File: src/rtl/tmr16_pkg.sv
package tmr16_pkg;
  localparam int ADDR_W = 3;

  localparam logic [ADDR_W-1:0] A_MODE  = 3'd0;
  localparam logic [ADDR_W-1:0] A_CTRL  = 3'd1;
  localparam logic [ADDR_W-1:0] A_LOAD  = 3'd2;
  localparam logic [ADDR_W-1:0] A_MATCH = 3'd3;
  localparam logic [ADDR_W-1:0] A_PSC   = 3'd4;
  localparam logic [ADDR_W-1:0] A_VALUE = 3'd5;
  localparam logic [ADDR_W-1:0] A_STAT  = 3'd6;
  localparam logic [ADDR_W-1:0] A_COUNT = 3'd7;

  typedef enum logic [1:0] {
    M_OFF      = 2'd0,
    M_ONESHOT  = 2'd1,
    M_PERIODIC = 2'd2,
    M_CAPTURE  = 2'd3
  } run_mode_e;

  // bit 7 .. bit 0
  typedef struct packed {
    logic      trig_out_en;
    logic      match_ie;
    logic      to_int_dis;
    logic      snap_en;
    logic      wait_trig;
    logic      dir_up;
    run_mode_e mode;
  } mode_cfg_t;

  localparam int MODE_W = $bits(mode_cfg_t);

  localparam mode_cfg_t MODE_RST = '{
    trig_out_en: 1'b0, match_ie: 1'b0, to_int_dis: 1'b1, snap_en: 1'b0,
    wait_trig: 1'b0, dir_up: 1'b0, mode: M_OFF};
endpackage

File: src/rtl/tmr16_prescale.sv
module tmr16_prescale #(
  parameter int PSC_W = 8
) (
  input  logic             clk,
  input  logic             rst_n,
  input  logic             run,
  input  logic             restart,
  input  logic [PSC_W-1:0] psc_val,
  output logic             tick
);
  logic [PSC_W-1:0] psc_cnt;

  assign tick = run && (psc_cnt >= psc_val);

  always_ff @(posedge clk) begin
    if (!rst_n || restart) begin
      psc_cnt <= '0;
    end else if (run) begin
      psc_cnt <= tick ? '0 : psc_cnt + PSC_W'(1);
    end
  end

  // after a tick the divider starts a fresh interval
  p_psc_wrap_r12: assert property (@(posedge clk) disable iff (!rst_n)
    (tick && !restart) |=> (psc_cnt == '0));
endmodule

File: src/rtl/tmr16_counter.sv
module tmr16_counter
  import tmr16_pkg::*;
#(
  parameter int CNT_W = 16
) (
  input  logic             clk,
  input  logic             rst_n,
  input  logic             tick,
  input  logic             restart,
  input  logic             dir_up,
  input  logic             snap_en,
  input  run_mode_e        mode,
  input  logic [CNT_W-1:0] load_val,
  input  logic [CNT_W-1:0] match_val,
  output logic [CNT_W-1:0] cnt,
  output logic [CNT_W-1:0] snap,
  output logic             evt_timeout,
  output logic             evt_match,
  output logic             oneshot_done
);
  logic [CNT_W-1:0] start_val;
  logic [CNT_W-1:0] cnt_next;
  logic             at_end;

  always_comb begin
    start_val   = dir_up ? '0 : load_val;
    at_end      = dir_up ? (cnt >= load_val) : (cnt == '0);
    evt_timeout = tick && at_end;
    if (evt_timeout)  cnt_next = start_val;
    else if (dir_up)  cnt_next = cnt + CNT_W'(1);
    else              cnt_next = cnt - CNT_W'(1);
    evt_match    = tick && (cnt_next == match_val);
    oneshot_done = evt_timeout && (mode == M_ONESHOT);
  end

  always_ff @(posedge clk) begin
    if (!rst_n) begin
      cnt <= '0;
    end else if (restart) begin
      cnt <= start_val;
    end else if (tick) begin
      cnt <= cnt_next;
    end
  end

  always_ff @(posedge clk) begin
    if (!rst_n) begin
      snap <= '0;
    end else if (evt_timeout && snap_en && (mode == M_PERIODIC)) begin
      snap <= cnt;
    end
  end

  p_down_step_r2: assert property (@(posedge clk) disable iff (!rst_n)
    (tick && !restart && !dir_up && (cnt != '0)) |=> (cnt == $past(cnt) - CNT_W'(1)));

  p_up_step_r3: assert property (@(posedge clk) disable iff (!rst_n)
    (tick && !restart && dir_up && (cnt < load_val)) |=> (cnt == $past(cnt) + CNT_W'(1)));

  p_hold_r5: assert property (@(posedge clk) disable iff (!rst_n)
    (!tick && !restart) |=> $stable(cnt));
endmodule

File: src/rtl/tmr16_regs.sv
module tmr16_regs
  import tmr16_pkg::*;
#(
  parameter int CNT_W = 16,
  parameter int PSC_W = 8
) (
  input  logic              clk,
  input  logic              rst_n,
  input  logic              wr_en,
  input  logic [ADDR_W-1:0] wr_addr,
  input  logic [CNT_W-1:0]  wr_data,
  input  logic [ADDR_W-1:0] rd_addr,
  output logic [CNT_W-1:0]  rd_data,
  input  logic [CNT_W-1:0]  cnt,
  input  logic [CNT_W-1:0]  snap,
  input  logic              evt_timeout,
  input  logic              evt_match,
  input  logic              oneshot_done,
  output mode_cfg_t         cfg,
  output logic              enable,
  output logic [CNT_W-1:0]  load_val,
  output logic [CNT_W-1:0]  match_val,
  output logic [PSC_W-1:0]  psc_val,
  output logic              restart,
  output logic              irq_timeout,
  output logic              irq_match
);
  logic [PSC_W-1:0] psc_match;
  logic             st_to;
  logic             st_match;
  logic             wr_mode, wr_ctrl, wr_load, wr_match, wr_psc, wr_stat;

  assign wr_mode  = wr_en && (wr_addr == A_MODE);
  assign wr_ctrl  = wr_en && (wr_addr == A_CTRL);
  assign wr_load  = wr_en && (wr_addr == A_LOAD);
  assign wr_match = wr_en && (wr_addr == A_MATCH);
  assign wr_psc   = wr_en && (wr_addr == A_PSC);
  assign wr_stat  = wr_en && (wr_addr == A_STAT);

  always_ff @(posedge clk) begin
    if (!rst_n) begin
      cfg       <= MODE_RST;
      enable    <= 1'b0;
      load_val  <= '0;
      match_val <= '0;
      psc_val   <= '0;
      psc_match <= '0;
      restart   <= 1'b0;
    end else begin
      // restart is one cycle late so the counter sees the new settings
      restart <= wr_mode || wr_load;
      if (wr_mode)  cfg       <= mode_cfg_t'(wr_data[MODE_W-1:0]);
      if (wr_load)  load_val  <= wr_data;
      if (wr_match) match_val <= wr_data;
      if (wr_psc) begin
        psc_val   <= wr_data[PSC_W-1:0];
        psc_match <= wr_data[2*PSC_W-1:PSC_W];
      end
      if (wr_ctrl)           enable <= wr_data[0];
      else if (oneshot_done) enable <= 1'b0;
    end
  end

  always_ff @(posedge clk) begin
    if (!rst_n) begin
      st_to    <= 1'b0;
      st_match <= 1'b0;
    end else begin
      st_to    <= evt_timeout || (st_to    && !(wr_stat && wr_data[0]));
      st_match <= evt_match   || (st_match && !(wr_stat && wr_data[1]));
    end
  end

  assign irq_timeout = st_to && !cfg.to_int_dis;
  assign irq_match   = st_match && cfg.match_ie;

  always_comb begin
    rd_data = '0;
    case (rd_addr)
      A_MODE:  rd_data[MODE_W-1:0]  = cfg;
      A_CTRL:  rd_data[0]           = enable;
      A_LOAD:  rd_data              = load_val;
      A_MATCH: rd_data              = match_val;
      A_PSC:   rd_data[2*PSC_W-1:0] = {psc_match, psc_val};
      A_VALUE: rd_data              = cfg.snap_en ? snap : cnt;
      A_STAT:  rd_data[1:0]         = {st_match, st_to};
      default: rd_data              = cnt;
    endcase
  end

  p_to_sticky_r10: assert property (@(posedge clk) disable iff (!rst_n)
    (st_to && !(wr_stat && wr_data[0])) |=> st_to);

  p_match_sticky_r10: assert property (@(posedge clk) disable iff (!rst_n)
    (st_match && !(wr_stat && wr_data[1])) |=> st_match);

  p_oneshot_stop_r4: assert property (@(posedge clk) disable iff (!rst_n)
    (oneshot_done && !wr_ctrl) |=> !enable);
endmodule

File: src/rtl/tmr16_chan.sv
module tmr16_chan
  import tmr16_pkg::*;
#(
  parameter int CNT_W = 16,
  parameter int PSC_W = 8
) (
  input  logic              clk,
  input  logic              rst_n,
  input  logic              wr_en,
  input  logic [ADDR_W-1:0] wr_addr,
  input  logic [CNT_W-1:0]  wr_data,
  input  logic [ADDR_W-1:0] rd_addr,
  output logic [CNT_W-1:0]  rd_data,
  input  logic              trig_in,
  output logic              trig_out,
  output logic              irq_timeout,
  output logic              irq_match
);
  mode_cfg_t        cfg;
  logic             enable, restart, run, tick, armed, mode_runs;
  logic [CNT_W-1:0] load_val, match_val, count, snap;
  logic [PSC_W-1:0] psc_val;
  logic             evt_timeout, evt_match, oneshot_done;

  tmr16_regs #(.CNT_W(CNT_W), .PSC_W(PSC_W)) u_regs (
    .clk(clk), .rst_n(rst_n), .wr_en(wr_en), .wr_addr(wr_addr), .wr_data(wr_data),
    .rd_addr(rd_addr), .rd_data(rd_data), .cnt(count), .snap(snap),
    .evt_timeout(evt_timeout), .evt_match(evt_match), .oneshot_done(oneshot_done),
    .cfg(cfg), .enable(enable), .load_val(load_val), .match_val(match_val),
    .psc_val(psc_val), .restart(restart), .irq_timeout(irq_timeout),
    .irq_match(irq_match));

  // chain gate: a trigger only counts while the channel is enabled
  always_ff @(posedge clk) begin
    if (!rst_n || !enable) armed <= 1'b0;
    else if (trig_in)      armed <= 1'b1;
  end

  assign mode_runs = (cfg.mode == M_ONESHOT) || (cfg.mode == M_PERIODIC);
  assign run = enable && mode_runs && (!cfg.wait_trig || armed);

  tmr16_prescale #(.PSC_W(PSC_W)) u_psc (
    .clk(clk), .rst_n(rst_n), .run(run), .restart(restart),
    .psc_val(psc_val), .tick(tick));

  tmr16_counter #(.CNT_W(CNT_W)) u_cnt (
    .clk(clk), .rst_n(rst_n), .tick(tick), .restart(restart),
    .dir_up(cfg.dir_up), .snap_en(cfg.snap_en), .mode(cfg.mode),
    .load_val(load_val), .match_val(match_val), .cnt(count), .snap(snap),
    .evt_timeout(evt_timeout), .evt_match(evt_match), .oneshot_done(oneshot_done));

  always_ff @(posedge clk) begin
    if (!rst_n) trig_out <= 1'b0;
    else        trig_out <= evt_timeout && cfg.trig_out_en;
  end

  p_wait_hold_r6: assert property (@(posedge clk) disable iff (!rst_n)
    (cfg.wait_trig && !armed && !restart) |=> $stable(count));

  p_trig_src_r11: assert property (@(posedge clk) disable iff (!rst_n)
    trig_out |-> $past(evt_timeout));

  p_stopped_mode_r13: assert property (@(posedge clk) disable iff (!rst_n)
    (!mode_runs && !restart) |=> $stable(count));
endmodule

File: config.mk
export PLATFORM = sky130hd
export DESIGN_NAME = tmr16_chan
export DESIGN_NICKNAME = d
export VERILOG_FILES = /design/src/rtl/tmr16_pkg.sv /design/src/rtl/tmr16_prescale.sv /design/src/rtl/tmr16_counter.sv /design/src/rtl/tmr16_regs.sv /design/src/rtl/tmr16_chan.sv
export SDC_FILE = /design/constraint.sdc
export NUM_CORES = 1
export LEC_CHECK = 0
export BUFFER_PORTS_ARGS = -buffer_cell sky130_fd_sc_hd__buf_2
export CAP_MARGIN = 20
export CELL_PAD_IN_SITES_DETAIL_PLACEMENT = 0
export CELL_PAD_IN_SITES_GLOBAL_PLACEMENT = 2
export CORE_AREA = 2 2 129 225
export DETAILED_ROUTE_END_ITERATION = 6
export DIE_AREA = 0 0 131 227
export PLACE_DENSITY_LB_ADDON = 0.05
export SLEW_MARGIN = 20
export SYNTH_ARGS = -nofsm -noshare
export SYNTH_HDL_FRONTEND = slang
export SYNTH_SLANG_ARGS = --single-unit
File: constraint.sdc
create_clock -name clk -period 9.41 [get_ports clk]
set_input_delay 0.941 -clock clk [delete_from_list [all_inputs] [get_ports clk]]
set_output_delay 0.941 -clock clk [all_outputs]
set_load 0.005 [all_outputs]
# Yosys cells after proc, flatten, opt, wreduce, memory -nomap -nowiden
# Cells that the tools add are included.
[classes] eq_ne=14 n_reduce_logical=41 addsub=3 muxes=14 n_lt_le_gt_ge=2
[op_table] operator="16-bit two-way mux" count=6
[op_table] operator="8-bit one-hot mux with 5 select lines" count=1
[op_table] operator="6-bit one-hot mux with 6 select lines" count=1
[op_table] operator="1-bit logical AND" count=21
[op_table] operator="16-bit by 1-bit adder with 16-bit output, second input constant" count=1
[op_table] operator="16-bit == test" count=1
[op_table] operator="16-bit >= comparator" count=1
[op_table] operator="16-bit logical NOT" count=1
[op_table] operator="16-bit by 1-bit subtractor with 16-bit output, second input constant" count=1
[op_table] operator="3-bit == test, second input constant" count=5
[op_table] operator="1-bit one-hot mux with 7 select lines" count=2
[op_table] operator="3-bit by 2-bit == test with 1-bit output, second input constant" count=4
[op_table] operator="8-bit by 1-bit adder with 8-bit output, second input constant" count=1
[op_table] operator="8-bit >= comparator" count=1
[op_table] operator="8-bit two-way mux" count=1
[op_table] operator="1-bit logical OR" count=7
[op_table] operator="3-bit by 1-bit == test with 1-bit output, second input constant" count=2
[op_table] operator="1-bit logical NOT" count=6
[op_table] operator="3-bit logical NOT" count=2
[op_table] operator="2-bit nonzero test" count=2
[op_table] operator="1-bit two-way mux" count=3
[op_table] operator="3-bit OR reduction" count=1
[op_table] operator="2-bit by 1-bit == test with 1-bit output, second input constant" count=1
[op_table] operator="2-bit == test, second input constant" count=1
[op_table] operator="2-bit OR reduction" count=1
[totals] out_inout_bits=19 wordCells=94 in_bits=26 regBits=102

# Longest topological paths before layout
[logic_depth] depth_word=10 depth_mapped=14 mapped_depth_nobuf=12

# Cells and area by module
# From an unflattened synthesis, not the netlist that was laid out.
[unflattened] cells_unflattened=852 hier_area_um2=6830.3
[by_module_without_submodules] mod="tmr16_regs" seq_area_each_um2=1201.2 n_inst=1 cells_per_inst=390 area_per_inst_um2=3101.7
[by_module_without_submodules] mod="tmr16_counter" seq_area_each_um2=640.6 n_inst=1 cells_per_inst=392 area_per_inst_um2=3059.2
[by_module_without_submodules] mod="tmr16_prescale" seq_area_each_um2=160.2 n_inst=1 cells_per_inst=63 area_per_inst_um2=591.8
[by_module_without_submodules] mod="tmr16_chan" seq_area_each_um2=40.0 n_inst=1 cells_per_inst=7 area_per_inst_um2=77.6

# Worst setup path before layout
# Ideal clock, no wire load.
[synth_timing] path_type="reg2reg" startpoint="register, netlist name u_regs.cfg[2]" endpoint="register u_regs.st_match" stages_incl_launch_ff=15 path_slack_ps=5894 setup_ps=87 path_buffers=2 t_arrival_ps=3429 required_time_ps=9323 path_cell_list="dfxtp_1 inv_1 clkbuf_1 ha_1 clkbuf_1 o211ai_1 nand2_1 o31ai_1 or3_1 a22o_1 o211ai_2 a2111oi_4 nand4_1 or4_1 o31ai_1"
[synth_between] elab_chain_cells=6 elab_cells_between_ends=8 classes_between="eq/ne (1); mux (4); reduce/logical (3)"
[synth_rtl] element="1-bit two-way mux" line="tmr16_counter.sv:27" source="at_end = dir_up ? (cnt >= load_val) : (cnt == '0);"
[synth_rtl] element="1-bit logical AND" line="tmr16_counter.sv:28" source="evt_timeout = tick && at_end;"
[synth_rtl] element="16-bit two-way mux (*)" line="tmr16_counter.sv:29" source="if (evt_timeout) cnt_next = start_val;"
[synth_rtl] element="16-bit == test (*)" line="tmr16_counter.sv:32" source="evt_match = tick && (cnt_next == match_val);"
[synth_rtl] element="1-bit logical AND (*)" line="tmr16_counter.sv:32"
[synth_rtl] element="1-bit logical OR (*)" line="tmr16_regs.sv:70" source="st_match <= evt_match || (st_match && !(wr_stat && wr_data[1]));"
[synth_rtl] element="to (signal assigned)" line="tmr16_regs.sv:70"
[synth_rtl] element="to (decl)" line="tmr16_regs.sv:30" source="logic st_match;"
# Mark *: on every way between the ends. The rest lies on a longest branch, timed or not.
# A chain may end at the register's enable or synchronous reset.

# Final worst setup path
[layout_timing] startpoint="input rd_addr[2]" endpoint="output rd_data[9]"
[layout_between] elab_chain_cells=3 elab_cells_between_ends=9 classes_between="eq/ne (6); mux (1); reduce/logical (2)"
[layout_rtl] element="from (decl)" line="tmr16_chan.sv:12" source="input logic [ADDR_W-1:0] rd_addr,"
[layout_rtl] element="3-bit by 1-bit == test with 1-bit output, or another cell as far along" line="tmr16_regs.sv:79" source="case (rd_addr)"
[layout_rtl] element="3-bit OR reduction (no source line)"
[layout_rtl] element="8-bit one-hot mux with 5 select lines (*)" line="tmr16_regs.sv:79"
[layout_rtl] element="to (decl)" line="tmr16_chan.sv:13" source="output logic [CNT_W-1:0] rd_data,"
# Marks and branches as above.

==> tab_implementation.tex <==
\begin{tabular}{lr}
\hline
Metric & Value \\
\hline
\multicolumn{2}{l}{\textbf{Drt}} \\
Sum of routed wire length over all layers & 28.0 mm \\
WL/cell & 22.1 µm \\
Via density per instance & 5.05 \\
Number of iterations in the first detailed-routing pass & 6 \\
Antenna Violating Nets Remaining & 0 \\
DRC & 0 \\
Total number of vias & 6391 \\
Count of routing violations after the opening detailed-route iteration & 331 \\
\multicolumn{2}{l}{\textbf{Run status}} \\
Result of the run & completed \\
\multicolumn{2}{l}{\textbf{Timing}} \\
Sum of negative setup slack & 0 ns \\
Max-slew headroom at the worst pin & 32.3\% \\
Share of the clock period used by the worst path & 40.6\% \\
Maximum clock frequency & 0.262 GHz \\
Slew of the pin with the lowest slew margin & 1.01 ns \\
Final critical delay including setup and external delays & 3.82 ns \\
Count of endpoints failing setup in the final report & 0 \\
Final-layout worst hold slack & 0.456 ns \\
Pins over their slew limit & 0 \\
Slack of the critical path & 5.59 ns \\
Worst clock skew on the final layout & 0.0134 ns \\
RSZ-0062 raised after global routing & false \\
Count of endpoints failing hold in the final timing report & 0 \\
\multicolumn{2}{l}{\textbf{Worst hold path}} \\
Class of the most critical hold timing path & reg -> reg \\
\multicolumn{2}{l}{\textbf{Yosys}} \\
Syn Nets & 941 \\
Number of distinct library cells after synthesis & 80 \\
Leading post-synthesis cells by cell area & dfxtp\_1 (30\%), nand2\_1 (10\%), ha\_1 (7.4\%) \\
Area share of the leading cell type in the synthesized netlist & 29.6\% \\
Number of warnings reported in the yosys synthesis log & 0 \\
Most frequently used flop master after synthesis & dfxtp\_1 \\
Count leader, synth & nand2\_1 \\
Seq cells post-synth & 102 \\
Instance count of the mapped netlist & 873 \\
Share of flip-flops with an asynchronous set or reset after synthesis & 0\% \\
Cell area after synthesis & 6900 µm² \\
Count of flip-flops with a built-in enable after synthesis & 0 \\
Commonest cells post-synth & nand2\_1 (189), dfxtp\_1 (102), a21boi\_0 (66) \\
Seq/Total Area, Yosys & 29.6\% \\
Biggest area consumer among synthesized cells & dfxtp\_1 \\
Average cell area after synthesis & 7.90 µm² \\
\multicolumn{2}{l}{\textbf{Power and ir drop}} \\
Power spent charging and discharging nets & 278 µW \\
Part of the total power dissipated in the clock network & 43.0\% \\
Power Internal & 696 µW \\
Sequential cell fraction of total power & 45.8\% \\
Leakage & 2.72 nW \\
Switching share of power & 28.5\% \\
Power density over the cells & 126 nW/µm² \\
Peak supply drop & 0.0925 mV \\
Combinational share of power & 11.2\% \\
Power consumption & 974 µW \\
\multicolumn{2}{l}{\textbf{Cells and area}} \\
Number of diodes & 0 \\
Area added between synthesis and finish & 12.5\% \\
Nets & 955 \\
Finished Core Util & 27.8\% \\
Share of final-layout standard cells stronger than drive strength 1 & 11.2\% \\
\multicolumn{2}{l}{\textbf{Critical path}} \\
Endpoint class of the critical path & output port \\
Worst Path Class, Setup & in -> out \\
Library cell appearing most often on the critical path & buf\_2 \\
Setup crit start kind & input pin \\
Buffer and inverter count on the worst path & 3 \\
Cell-by-cell listing of the critical path & buf\_2 -> inv\_1 -> nor3\_2 -> nand2\_1 -> o21ai\_0 -> a221o\_1 -> buf\_2 \\
Category of cells accounting for the largest share of critical-path delay & simple AND/OR/NAND/NOR gates \\
Critical-path maximum fanout & 13 \\
R2R Setup Slk & 5.79 ns \\
Slowest Stage Delay on Critical Path & 0.81 ns \\
Critical path data required time & 8.47 ns \\
Slowest library cell on the worst path & nor3\_2 \\
Worst endpoint data arrival time & 2.88 ns \\
\multicolumn{2}{l}{\textbf{Floorplan}} \\
Die footprint & 29700 µm² \\
Effective utilization at floorplan & 24.7\% \\
Die height & 227 µm \\
Horizontal extent of the die & 131 µm \\
Core outline area & 27900 µm² \\
Num rows & 81 \\
Total I/O pin count & 45 \\
\multicolumn{2}{l}{\textbf{CTS}} \\
Hold-fix buffer count after cts & 0 \\
Clock tree buffer depth & 2 \\
Clock H-tree levels & 3 \\
Post-cts resize count & 0 \\
Clock transition at the registers of the reported paths & 0.08 ns \\
Number of sinks driven by the clock tree & 102 \\
Root buffer cell & clkbuf\_16 \\
CTS tree & yes \\
TritonCTS buffer count & 9 \\
Clock latency reported for the late side of the worst-skew pair & 0.39 ns \\
Number of buffers inserted to repair setup after CTS & 0 \\
\multicolumn{2}{l}{\textbf{GRT}} \\
Overall fraction of global-route tracks in use & 19.6\% \\
Wire length of the first global-routing pass & 42.3 mm \\
Largest net degree at the start of global routing & 98 \\
Via count of the first global-routing pass & 6567 \\
Remaining Overflow, GRT & 0 \\
Number of antenna violations at the first check in global routing & 0 \\
\multicolumn{2}{l}{\textbf{Job}} \\
Count of maximum capacitance violations & 0 \\
\multicolumn{2}{l}{\textbf{Placed design}} \\
Dpl ws & 5.51 ns \\
\# port buffers & 44 \\
Gp weighted congestion & 0.847 \\
Hpwl dp & 21.1 mm \\
\hline
\end{tabular}
==> kinds of logic (layout without fill, tap and decap cells) <==
group | after synthesis | in the layout | share of synthesized area, %
buffers and inverters | 84 | 103 | 5.10
multiplexers | 21 | 21 | 3.28
XOR/XNOR | 30 | 30 | 4.48
flip-flops | 102 | 102 | 29.6
AO/OA/AOI/OAI | 247 | 247 | 26.2
adder cells (fa/ha/maj) | 42 | 42 | 7.73
AND/OR/NAND/NOR | 347 | 347 | 23.6
==> power by group through the flow <==
stage          logic, mW  registers [mW]  clock network, mW
2_1_floorplan     0.0708           0.452                  0
3_3_place_gp       0.111           0.456                  0
3_5_place_dp       0.111           0.456                  0
4_1_cts            0.112           0.446              0.435
5_1_grt            0.121           0.447              0.448
6_report           0.109           0.446              0.419
==> tightest hold or removal path: stages (launching register included) <==
cell      delay (ns)
dfxtp_1         0.32
nand2_1         0.05
a21boi_1        0.05
==> cells in the final DEF (no fill, tap or decap), types with 5 or more instances in the layout <==
cell       netlist  final
o21ai_0         40     40
inv_1           35     35
a222oi_1        16     16
buf_2            3     44
nand3_1         27     27
nand2b_1         6      6
nor2_1          33     33
a21boi_0        66     66
or3_1            6      6
nand2_1        189    189
nor3_1          18     15
nand4_1          7      7
mux2i_1         17     17
a21boi_1         8      8
ha_1            41     41
xor2_1          13     13
a21oi_1         33     33
o31ai_1          9      9
o21ai_1          6      6
clkbuf_16        0      9
a211oi_1         5      5
xnor2_1         14     14
a221o_1          7      7
nor2b_1         25     25
a221oi_1        10     10
buf_4            1      8
o32ai_1          5      5
nor4_1           6      6
dfxtp_1        102    102
==> cell type report <==
class	instances	area, µm²
Fill cell	3063	20100
Multi-Input combinational cell	687	4520
Sequential cell	102	2040
Tap cell	373	467
Timing Repair Buffer	52	280
Clock buffer	10	239
Inverter	35	131
Clock inverter	6	77.6
==> per-layer routing <==
metal  wire length [µm]  GRT usage, %  up-vias  share of wire [%]
met5                  0             0        -                  0
met2              14400          34.3      120                 52
met4                423          5.18        0                1.5
met3                827          2.54       21                3.0
met1              12300          25.2     3089                 44
li1                   -             -     3161                  -
==> stage by stage <==
step / instance area, µm² / instances
floorplan: 6900 / 873
global placement: 7440 / 1249
detailed placement: 7440 / 1249
CTS: 7760 / 1265
global route: 7760 / 1265
finish: 7760 / 1265
==> sequential cells by signal, summed over array words and instances, names as in the netlist, 8 cells and up <==
signal	flops
u_regs.psc_val	8
u_regs.psc_match	8
u_cnt.cnt	16
u_psc.psc_cnt	8
u_regs.load_val	16
u_cnt.snap	16
u_regs.match_val	16
u_regs.cfg	8
==> final timing paths <==
check                         startpoint                     endpoint  cells after the start
max                           rd_addr[2]                   rd_data[9]                      7
min          u_cnt.snap[14]$_SDFFE_PN0P_  u_cnt.snap[14]$_SDFFE_PN0P_                      2
max reg2reg   u_regs.cfg[2]$_SDFFE_PN0P_   u_regs.st_match$_SDFF_PN0_                     13
min reg2reg  u_cnt.snap[14]$_SDFFE_PN0P_  u_cnt.snap[14]$_SDFFE_PN0P_                      2
Power figures use the tool's default switching activity.
